### config.mk
export PLATFORM = sky130hd
export DESIGN_NAME = ddr_cmd_tracker
export DESIGN_NICKNAME = d
export VERILOG_FILES = /design/src/rtl/ddr_ct_pkg.sv /design/src/rtl/ddr_ct_rst_sync.sv /design/src/rtl/ddr_ct_decode.sv /design/src/rtl/ddr_ct_bank.sv /design/src/rtl/ddr_cmd_tracker.sv
export SDC_FILE = /design/constraint.sdc
export NUM_CORES = 1
export LEC_CHECK = 0
export ABC_CLOCK_PERIOD_IN_PS = 1600
export BUFFER_PORTS_ARGS = -buffer_cell sky130_fd_sc_hd__buf_2
export CORE_AREA = 5 5 62 64
export DETAILED_ROUTE_END_ITERATION = 8
export DIE_AREA = 0 0 67 69
export GPL_TIMING_DRIVEN = 0
export PLACE_DENSITY_LB_ADDON = 0.25
export SETUP_SLACK_MARGIN = 0.3
export SLEW_MARGIN = 5
export SYNTH_ARGS = -nofsm -noshare
export SYNTH_HDL_FRONTEND = slang
export SYNTH_SLANG_ARGS = --single-unit
### constraint.sdc
create_clock -name clk -period 1.6 [get_ports clk]
set_clock_uncertainty 0.2 [all_clocks]
set_input_delay 0.48 -clock clk [delete_from_list [all_inputs] [get_ports clk]]
set_output_delay 0.48 -clock clk [all_outputs]
set_load 0.005 [all_outputs]
### src/rtl/ddr_ct_pkg.sv
package ddr_ct_pkg;
  typedef enum logic [3:0] {
    CMD_DESEL = 4'd0,
    CMD_NOP   = 4'd1,
    CMD_MRS   = 4'd2,
    CMD_EMRS  = 4'd3,
    CMD_ACT   = 4'd4,
    CMD_RD    = 4'd5,
    CMD_RDA   = 4'd6,
    CMD_WR    = 4'd7,
    CMD_WRA   = 4'd8,
    CMD_PRE   = 4'd9,
    CMD_PREA  = 4'd10,
    CMD_BST   = 4'd11,
    CMD_REF   = 4'd12,
    CMD_SREF  = 4'd13
  } cmd_e;

  typedef enum logic [1:0] {
    MODE_RUN  = 2'd0,
    MODE_PPD  = 2'd1,
    MODE_APD  = 2'd2,
    MODE_SREF = 2'd3
  } mode_e;
endpackage

### src/rtl/ddr_ct_rst_sync.sv
module ddr_ct_rst_sync #(
  parameter int STAGES = 2
) (
  input  logic clk,
  input  logic rst_n,
  output logic rst_sync_n
);
  logic [STAGES-1:0] chain_q;

  always_ff @(posedge clk or negedge rst_n) begin
    if (!rst_n) chain_q <= '0;
    else        chain_q <= {chain_q[STAGES-2:0], 1'b1};
  end

  assign rst_sync_n = chain_q[STAGES-1];
endmodule

### src/rtl/ddr_ct_decode.sv
module ddr_ct_decode
  import ddr_ct_pkg::*;
(
  input  logic cs_n,
  input  logic ras_n,
  input  logic cas_n,
  input  logic we_n,
  input  logic ba0,
  input  logic a10,
  output cmd_e cmd
);
  always_comb begin
    cmd = CMD_DESEL;
    if (!cs_n) begin
      unique case ({ras_n, cas_n, we_n})
        3'b000:  cmd = ba0 ? CMD_EMRS : CMD_MRS;
        3'b011:  cmd = CMD_ACT;
        3'b101:  cmd = a10 ? CMD_RDA : CMD_RD;
        3'b100:  cmd = a10 ? CMD_WRA : CMD_WR;
        3'b010:  cmd = a10 ? CMD_PREA : CMD_PRE;
        3'b110:  cmd = CMD_BST;
        3'b001:  cmd = CMD_REF;
        default: cmd = CMD_NOP;
      endcase
    end
  end
endmodule

### src/rtl/ddr_ct_bank.sv
module ddr_ct_bank #(
  parameter int TW         = 3,
  parameter int SHORT_LOCK = 3,
  parameter int LONG_LOCK  = 5
) (
  input  logic clk,
  input  logic rst_n,
  input  logic open_req,
  input  logic pre_req,
  input  logic auto_req,
  output logic is_open,
  output logic locked
);
  localparam logic [TW-1:0] SHORT_LOAD = TW'(SHORT_LOCK - 1);
  localparam logic [TW-1:0] LONG_LOAD  = TW'(LONG_LOCK - 1);

  logic          open_q, open_d;
  logic [TW-1:0] tmr_q, tmr_d;
  logic          en;

  always_comb begin
    open_d = open_q;
    tmr_d  = tmr_q;
    if (open_req) begin
      open_d = 1'b1;
    end else if (pre_req) begin
      open_d = 1'b0;
      tmr_d  = SHORT_LOAD;
    end else if (auto_req) begin
      open_d = 1'b0;
      tmr_d  = LONG_LOAD;
    end else if (tmr_q != '0) begin
      tmr_d = tmr_q - 1'b1;
    end
  end

  assign en = open_req | pre_req | auto_req | (tmr_q != '0);

  always_ff @(posedge clk or negedge rst_n) begin
    if (!rst_n) begin
      open_q <= 1'b0;
      tmr_q  <= '0;
    end else if (en) begin
      open_q <= open_d;
      tmr_q  <= tmr_d;
    end
  end

  assign is_open = open_q;
  assign locked  = (tmr_q != '0);
endmodule

### src/rtl/ddr_cmd_tracker.sv
module ddr_cmd_tracker
  import ddr_ct_pkg::*;
#(
  parameter int NBANK = 4,
  parameter int BL    = 4,
  parameter int TRP   = 3,
  localparam int BAW  = (NBANK > 1) ? $clog2(NBANK) : 1
) (
  input  logic             clk,
  input  logic             rst_n,
  input  logic             cke,
  input  logic             cs_n,
  input  logic             ras_n,
  input  logic             cas_n,
  input  logic             we_n,
  input  logic [BAW-1:0]   ba,
  input  logic             a10,
  output logic [3:0]       cmd_o,
  output logic             illegal_o,
  output logic [NBANK-1:0] bank_open_o,
  output logic [1:0]       mode_o
);
  localparam int LONG_LOCK = BL / 2 + TRP;
  localparam int TW        = $clog2(LONG_LOCK + 1);

  logic             rst_s_n;
  cmd_e             cur;
  logic [NBANK-1:0] open_vec, lock_vec, sel;
  logic [NBANK-1:0] open_req, pre_req, auto_req;
  logic             cke_q;
  cmd_e             cmd_q, cmd_d;
  logic             ill_q, ill_d;
  mode_e            mode_q, mode_d;
  logic             any_open, any_lock, tgt_open, tgt_lock, cke_fall;

  ddr_ct_rst_sync #(.STAGES(2)) u_rst (
    .clk(clk), .rst_n(rst_n), .rst_sync_n(rst_s_n)
  );

  ddr_ct_decode u_dec (
    .cs_n(cs_n), .ras_n(ras_n), .cas_n(cas_n), .we_n(we_n),
    .ba0(ba[0]), .a10(a10), .cmd(cur)
  );

  for (genvar b = 0; b < NBANK; b++) begin : g_bank
    ddr_ct_bank #(.TW(TW), .SHORT_LOCK(TRP), .LONG_LOCK(LONG_LOCK)) u_bank (
      .clk(clk), .rst_n(rst_s_n),
      .open_req(open_req[b]), .pre_req(pre_req[b]), .auto_req(auto_req[b]),
      .is_open(open_vec[b]), .locked(lock_vec[b])
    );
  end

  assign sel      = NBANK'(1) << ba;
  assign any_open = |open_vec;
  assign any_lock = |lock_vec;
  assign tgt_open = |(open_vec & sel);
  assign tgt_lock = |(lock_vec & sel);
  assign cke_fall = cke_q & ~cke;

  // Legality, power mode and bank operations for the sampled command
  always_comb begin
    cmd_d    = CMD_DESEL;
    ill_d    = 1'b0;
    mode_d   = mode_q;
    open_req = '0;
    pre_req  = '0;
    auto_req = '0;
    if (!cke_q) begin
      if (cke) mode_d = MODE_RUN;
    end else begin
      cmd_d = cur;
      unique case (cur)
        CMD_ACT:                        ill_d = tgt_open | tgt_lock;
        CMD_RD, CMD_RDA, CMD_WR, CMD_WRA: ill_d = ~tgt_open | tgt_lock;
        CMD_PRE:                        ill_d = tgt_lock;
        CMD_PREA:                       ill_d = any_lock;
        CMD_MRS, CMD_EMRS, CMD_REF:     ill_d = any_open | any_lock;
        default:                        ill_d = 1'b0;
      endcase
      if (cke_fall) begin
        unique case (cur)
          CMD_DESEL, CMD_NOP: mode_d = any_open ? MODE_APD : MODE_PPD;
          CMD_REF: begin
            cmd_d = CMD_SREF;
            if (!ill_d) mode_d = MODE_SREF;
          end
          default: ill_d = 1'b1;
        endcase
      end
      if (!ill_d) begin
        unique case (cur)
          CMD_ACT:          open_req = sel;
          CMD_RDA, CMD_WRA: auto_req = sel;
          CMD_PRE:          pre_req  = sel & open_vec;
          CMD_PREA:         pre_req  = open_vec;
          default: ;
        endcase
      end
    end
  end

  always_ff @(posedge clk or negedge rst_s_n) begin
    if (!rst_s_n) begin
      cke_q  <= 1'b1;
      cmd_q  <= CMD_DESEL;
      ill_q  <= 1'b0;
      mode_q <= MODE_RUN;
    end else begin
      cke_q  <= cke;
      cmd_q  <= cmd_d;
      ill_q  <= ill_d;
      mode_q <= mode_d;
    end
  end

  assign cmd_o       = cmd_q;
  assign illegal_o   = ill_q;
  assign bank_open_o = open_vec;
  assign mode_o      = mode_q;
endmodule

== After elaboration in Yosys (flattened, before gate mapping) ==
Cells that the tools add are included.
Word-level totals
  bits in registers: 26
  input port bits: 10
  output and inout bits: 11
  word-level logic and storage cells: 149
Cells by class
  add/subtract/negate cells: 4
  equality and inequality tests: 20
  shifts and indexed selects: 1
  mux-type cells: 54
  bitwise logic cells: 24
  reductions and logical operators: 33
Operators by type and width (number)
  $mux 4: 13
  $mux 3: 12
  $reduce_bool 3->1: 12
  $pmux 4 s7: 1
  $reduce_or 4->1: 5
  $mux 1: 18
  $eq 4x3->1 const B: 4
  $eq 4x4->1 const B: 4
  $or 1x1->1: 15
  $mux 2: 7
  $reduce_and 3->1: 4
  $sub 3x1->3 const B: 4
  $eq 3x3->1 const B: 3
  $and 4x4->4: 2
  $eq 4x2->1 const B: 2
  $pmux 4 s2: 1
  $reduce_and 2->1: 4
  $eq 3x2->1 const B: 2
  $not 1->1: 6
  $reduce_or 3->1: 2
  $pmux 1 s5: 1
  $eq 4x1->1 const B: 1
  $logic_not 4->1: 1
  $pmux 2 s2: 1
  10 further kinds: 11

== Longest topological paths before layout ==
  depth in word-level cells: 16
  mapped depth: 8

== Cells and area by module ==
A second synthesis with hierarchy kept.
Unflattened totals
  cell total of the unflattened synthesis: 204
  area total of the unflattened synthesis: 1913.1 sq um
By module, submodules not included
  ddr_ct_bank: instances 4, cells each 23, area an instance 244.0 sq um, sequential area each 100.1 sq um
  ddr_cmd_tracker: instances 1, cells each 91, area an instance 768.2 sq um, sequential area each 201.4 sq um
  ddr_ct_decode: instances 1, cells each 18, area an instance 115.1 sq um, sequential area each 0.0 sq um
  ddr_ct_rst_sync: instances 1, cells each 3, area an instance 53.8 sq um, sequential area each 50.0 sq um

== Worst setup path before layout ==
Ideal clock, no wire load.
  path type: reg-to-reg
  start: reg g_bank[0].u_bank.tmr_q[0]
  end: reg g_bank[0].u_bank.open_q
  library setup time: 0.092 ns
  arrival time: 2.205 ns
  data required time: 1.308 ns
  path slack: -0.897 ns
  stages on the path, launching flop included: 9
  cells stage by stage: dfrtp_1 -> inv_1 -> ha_1 -> nor4bb_1 -> nand4_1 -> a32o_1 -> or4_4 -> buf_6 -> o31ai_2
Between the ends
  cells in the longest elaborated chain, start to end: 15
  elaborated cells between the ends (all ways): 25
  those cells by class: 13 x mux; 7 x bitwise; 5 x reduce/logical
RTL lines
  start: declaration: RTL line ddr_ct_bank.sv:18  | logic [TW-1:0] tmr_q, tmr_d;
  start signal: assignment: RTL line ddr_ct_bank.sv:45  | tmr_q <= tmr_d;
  $reduce_bool 3->1 (*): RTL line ddr_ct_bank.sv:37, ddr_ct_bank.sv:50
  $and 4x4->4: RTL line ddr_cmd_tracker.sv:57  | assign tgt_lock = |(lock_vec & sel);
  $reduce_or 4->1: RTL line ddr_cmd_tracker.sv:57
  $or 1x1->1, on equally long branches: RTL line ddr_cmd_tracker.sv:74, ddr_cmd_tracker.sv:73
  $pmux 1 s5: RTL line ddr_cmd_tracker.sv:72  | unique case (cur)
  $mux 1: RTL line ddr_cmd_tracker.sv:68  | if (!cke_q) begin
  $mux 1: RTL line ddr_cmd_tracker.sv:81  | unique case (cur)
  $mux 1: RTL line ddr_cmd_tracker.sv:80  | if (cke_fall) begin
  $mux 1: RTL line ddr_cmd_tracker.sv:68
  $mux 4: RTL line ddr_cmd_tracker.sv:90  | if (!ill_d) begin
  $mux 4: RTL line ddr_cmd_tracker.sv:68
  $or 1x1->1 (3 in series): RTL line ddr_ct_bank.sv:37  | assign en = open_req | pre_req | auto_req | (tmr_q != '0);
  $reduce_and 2->1 (no source line)
  end signal: assignment: RTL line ddr_ct_bank.sv:44  | open_q <= open_d;
  end: declaration: RTL line ddr_ct_bank.sv:17  | logic open_q, open_d;
Mark *: on every way between the ends. The rest lies on a longest branch, timed or not. The select of a mux whose other input is x is not followed.
A chain may end at the register's enable or synchronous reset.

== Final worst setup path ==
  start: reg g_bank[0].u_bank.tmr_q[1]
  end: reg g_bank[2].u_bank.open_q
Between the ends
  cells in the longest elaborated chain, start to end: 15
  elaborated cells between the ends (all ways): 25
  those cells by class: 13 x mux; 7 x bitwise; 5 x reduce/logical
RTL lines
  $reduce_bool 3->1 (*): RTL line ddr_ct_bank.sv:50  | assign locked = (tmr_q != '0);
  $and 4x4->4: RTL line ddr_cmd_tracker.sv:57
  $reduce_or 4->1: RTL line ddr_cmd_tracker.sv:57
  $or 1x1->1, on equally long branches: RTL line ddr_cmd_tracker.sv:74, ddr_cmd_tracker.sv:73
  $pmux 1 s5 (*): RTL line ddr_cmd_tracker.sv:72
  $mux 1 (*): RTL line ddr_cmd_tracker.sv:68
  $mux 1: RTL line ddr_cmd_tracker.sv:81
  $mux 1 (*): RTL line ddr_cmd_tracker.sv:80
  $mux 1 (*): RTL line ddr_cmd_tracker.sv:68
  $mux 4: RTL line ddr_cmd_tracker.sv:90
  $mux 4: RTL line ddr_cmd_tracker.sv:68
  $or 1x1->1 (3 in series): RTL line ddr_ct_bank.sv:37
  $reduce_and 2->1 (no source line)
  end signal: assignment: RTL line ddr_ct_bank.sv:44
  end: declaration: RTL line ddr_ct_bank.sv:17
Marked as above.

==> metrics.cfg <==
[floorplan]
design.die.area_um2 = 4620
placement_rows = 21
floorplan.die.width_um = 67
dieHeight_um = 69
boundary_pins = 21
core-area_um2 = 3230
initial_core_util = 0.596

[cells_and_area]
fillerInstances = 234
num_antenna_cells = 0
post_layout_nonfiller_instances = 285
layout.area.seq_um2 = 656
multi_input_comb_area_um2 = 1260
core_utilization_of_the_finished_layout = 0.749
drive_above_1_share = 0.343
relative_area_change_from_synthesis_to_final_layout_pct = 25.6
final_net_count = 258

[clock_tree]
clock_sink_count = 26
worst_skew_pair.late_latency_ns = 0.33
clock_tree.root_cell = clkbuf_4
worst_setup_hold_path_clk_slew_ns = 0.15
cts_htree_levels = 1
tritoncts = built
cts_inserted_buffers = 3
cts_max_path_buffers = 2

[critical_path]
worstPathCellList = inv_2 -> ha_4 -> nor4bb_4 -> nand4_1 -> a32o_2 -> or4_4 -> buf_8 -> o31ai_4
worstPathMaxFanout = 8
worst_r2r_path_depth = 8
setup.worst_path.end = g_bank[2].u_bank.is_open$_DFFE_PN0P_
worst-endpoint-arrival_ns = 2.64
critPathCaptureType = flip-flop
critical_path.startpoint_type = flip-flop
category_of_the_most_critical_setup_path = reg2reg
worst-endpoint-required_ns = 1.64
reg2reg_to = g_bank[2].u_bank.is_open$_DFFE_PN0P_
setup.reg_to_reg.worst_slack_ns = -1.0
crit_family = simple AND/OR/NAND/NOR gates
path_buf_inv = 2
worstReg2RegStart = g_bank[0].u_bank.tmr_q[1]$_DFFE_PN0P_
critical_path.startpoint = g_bank[0].u_bank.tmr_q[1]$_DFFE_PN0P_
critical_path_cell_count = 8
maximum_single_stage_delay_on_the_critical_path_ns = 0.52
critical_path.slowest_cell = or4_4

[synth]
mapped_nets = 226
post_synth_arst_share = 1.00
synthesized_flop_and_latch_total = 26
unique_masters_post_synth = 54
synth_top_family_by_area = compound AO/OA/AOI/OAI gates
post_synth_xor_area_fraction = 0.0227
syn_inst = 208
synth.mux.area_fraction = 0.0390
synth-warning-count = 0
post_synth_adder_cell_area = 0.0519
synth_seq_area_share = 0.338
simple_gate_area_share_of_the_yosys_netlist = 0.230
synth_compound_area_frac = 0.237
syn-cell-area_um2 = 1930
synth_top_flop_cell = dfrtp_1
synth-edff-count = 0
postSynthAreaPerCell_um2 = 9.26

[grt]
gr-usage-all-layers = 0.231
grt.overflow.total = 0
pin_count_of_the_biggest_net_entering_global_routing = 25
grt_pass1_vias = 1732
grt_pass1_wl_um = 8380
number_of_antenna_violations_at_the_first_check_in_global_routing = 0

[sta]
final-hold-violation-count = 0
final.setup.worst_slack_ns = -0.998
hold_ws_ns = 0.0491
rsz0062_at_grt = true
setup_viol = 23
max_slew.worst_pin.slew_ns = 0.547
max_freq_mhz = 385
slew_viols_final = 0
fin_crit_ns = 2.60
relSlewSlack = 0.630
period_share = 1.62

[outcome]
status = complete, but fails checks
violations = negative setup slack

[detailed_routing]
drt-initial-drc-count = 116
routed_len_inst_um = 17.4
avgViaCountPerCell = 6.27
detailroute.via_count = 1788
drcViolationCount = 0
route.antenna.remaining_nets = 0
route.final.wire_length_um = 4970
drtPass1Iterations = 5

[placement]
hpwl_um = 3470
post-place-cells = 273
port_buffers = 19
routabilityCongestion = 0.912

[power_and_ir_drop]
power_per_cell_area_nw_per_um2 = 1340
peak_supply_drop_mv = 0.986
cellLeakagePower_nw = 0.993
power.total_w = 0.00325

[hold_path]
hold_path.class = reg2async

[run]
cap_violations = 0

cells in the final DEF (no fill, tap or decap), types with 3 or more instances in the layout:
cell type  netlist  layout
or3_1            3       3
buf_2            2      16
a21oi_1         12      11
nor4_1           6       5
dfrtp_1         25      22
clkbuf_4         0       4
nor3_1           4       4
mux2i_1          3       3
o41ai_2          0       3
xnor2_1          5       5
buf_8            0       3
nand2b_1         4       3
nor2b_1          6       3
or2_2            3       3
a211oi_1         4       3
dfrtp_2          0       3
o22ai_1          4       4
buf_6            1      10
o21ai_0          5       5
a31oi_1          5       5
ha_1             8       6
nand3_1          4       4
nand2_1          6       6
inv_1           18      13
nand4bb_1        4       4
nor2_1          15      15
o21a_1           5       5
buf_4            5       7
o31ai_4          0       4
inv_2            0       5
metal layers:
layer,GRT usage,share of wire,vias up
li1,-,-,835
met1,0.318,0.41,845
met2,0.360,0.48,85
met3,0.0227,0.074,23
met4,0.106,0.033,0
met5,0,0,-
power by group:
part / internal (W) / switching (W)
sequential: 0.000868 / 0.000218
combinational: 0.000912 / 0.000796
clock: 0.000254 / 0.000200
Yosys cell counts (6+ instances only):
cell | instances | share of area
a21oi_1 | 12 | 0.031
clkbuf_1 | 7 | 0.014
dfrtp_1 | 25 | 0.32
ha_1 | 8 | 0.052
inv_1 | 18 | 0.035
nand2_1 | 6 | 0.012
nor2_1 | 15 | 0.029
nor2b_1 | 6 | 0.019
nor4_1 | 6 | 0.019
through the flow:
| stage | cell area [um2] | setup slack [ns] | setup TNS (ns) |
|---|---|---|---|
| floorplan | 1980 | -0.826 | -13.32 |
| global placement | 2140 | -1.05 | -18.30 |
| detailed placement | 2140 | -1.13 | -19.21 |
| CTS | 2360 | -0.953 | -16.24 |
| global route | 2420 | -1.07 | -18.83 |
| finish | 2420 | -0.998 | -17.24 |
sequential cells by signal, indices dropped and copies added, names as in the netlist:
register and flops:
illegal_o 1, g_bank.u_bank.is_open 4, u_rst.chain_q 2, cke_q 1, mode_o 2, cmd_o 4, g_bank.u_bank.tmr_q 12
layout make-up:
cell class	instances	area share
plain buffers	15	0.0574
repair buffers	27	0.0770
clock inverters	1	0.0124
flip-flops and latches	26	0.271
well taps	46	0.0238
inverters	18	0.0279
clock buffers	3	0.00931
multi-input cells	149	0.521
worst min-delay path by stage:
stage / from / endpoint / slack, ns / cells after the start
3_3_place_gp: rst_n / u_rst.chain_q[0]$_DFF_PN0_ / 0.07 / 1
3_5_place_dp: rst_n / u_rst.chain_q[1]$_DFF_PN0_ / 0.07 / 1
2_1_floorplan: rst_n / u_rst.chain_q[0]$_DFF_PN0_ / -0.02 / 0
6_report: u_rst.chain_q[1]$_DFF_PN0_ / g_bank[3].u_bank.tmr_q[2]$_DFFE_PN0P_ / 0.05 / 0
4_1_cts: cke / cke_q$_DFF_PN1_ / 0.06 / 1
5_1_grt: cke / cke_q$_DFF_PN1_ / 0.06 / 1
cell families (layout without fill, tap and decap cells):
kind of cell,count (synthesis),in the layout
compound gates,60,60
flops,26,26
other cells,1,1
simple gates,69,69
buf+inv,33,64
mux,6,6
fa+ha+maj,8,8
xor+xnor,5,5
repair_timing:
action,in CTS,in global routing
setup buffers,6,1
hold buffers,1,0
pin swaps,4,6
endpoints found under the setup margin,39,33
gates resized for setup,29,12
hold endpoints to repair,2,0
Note: power is estimated with default switching activity, not from simulation.
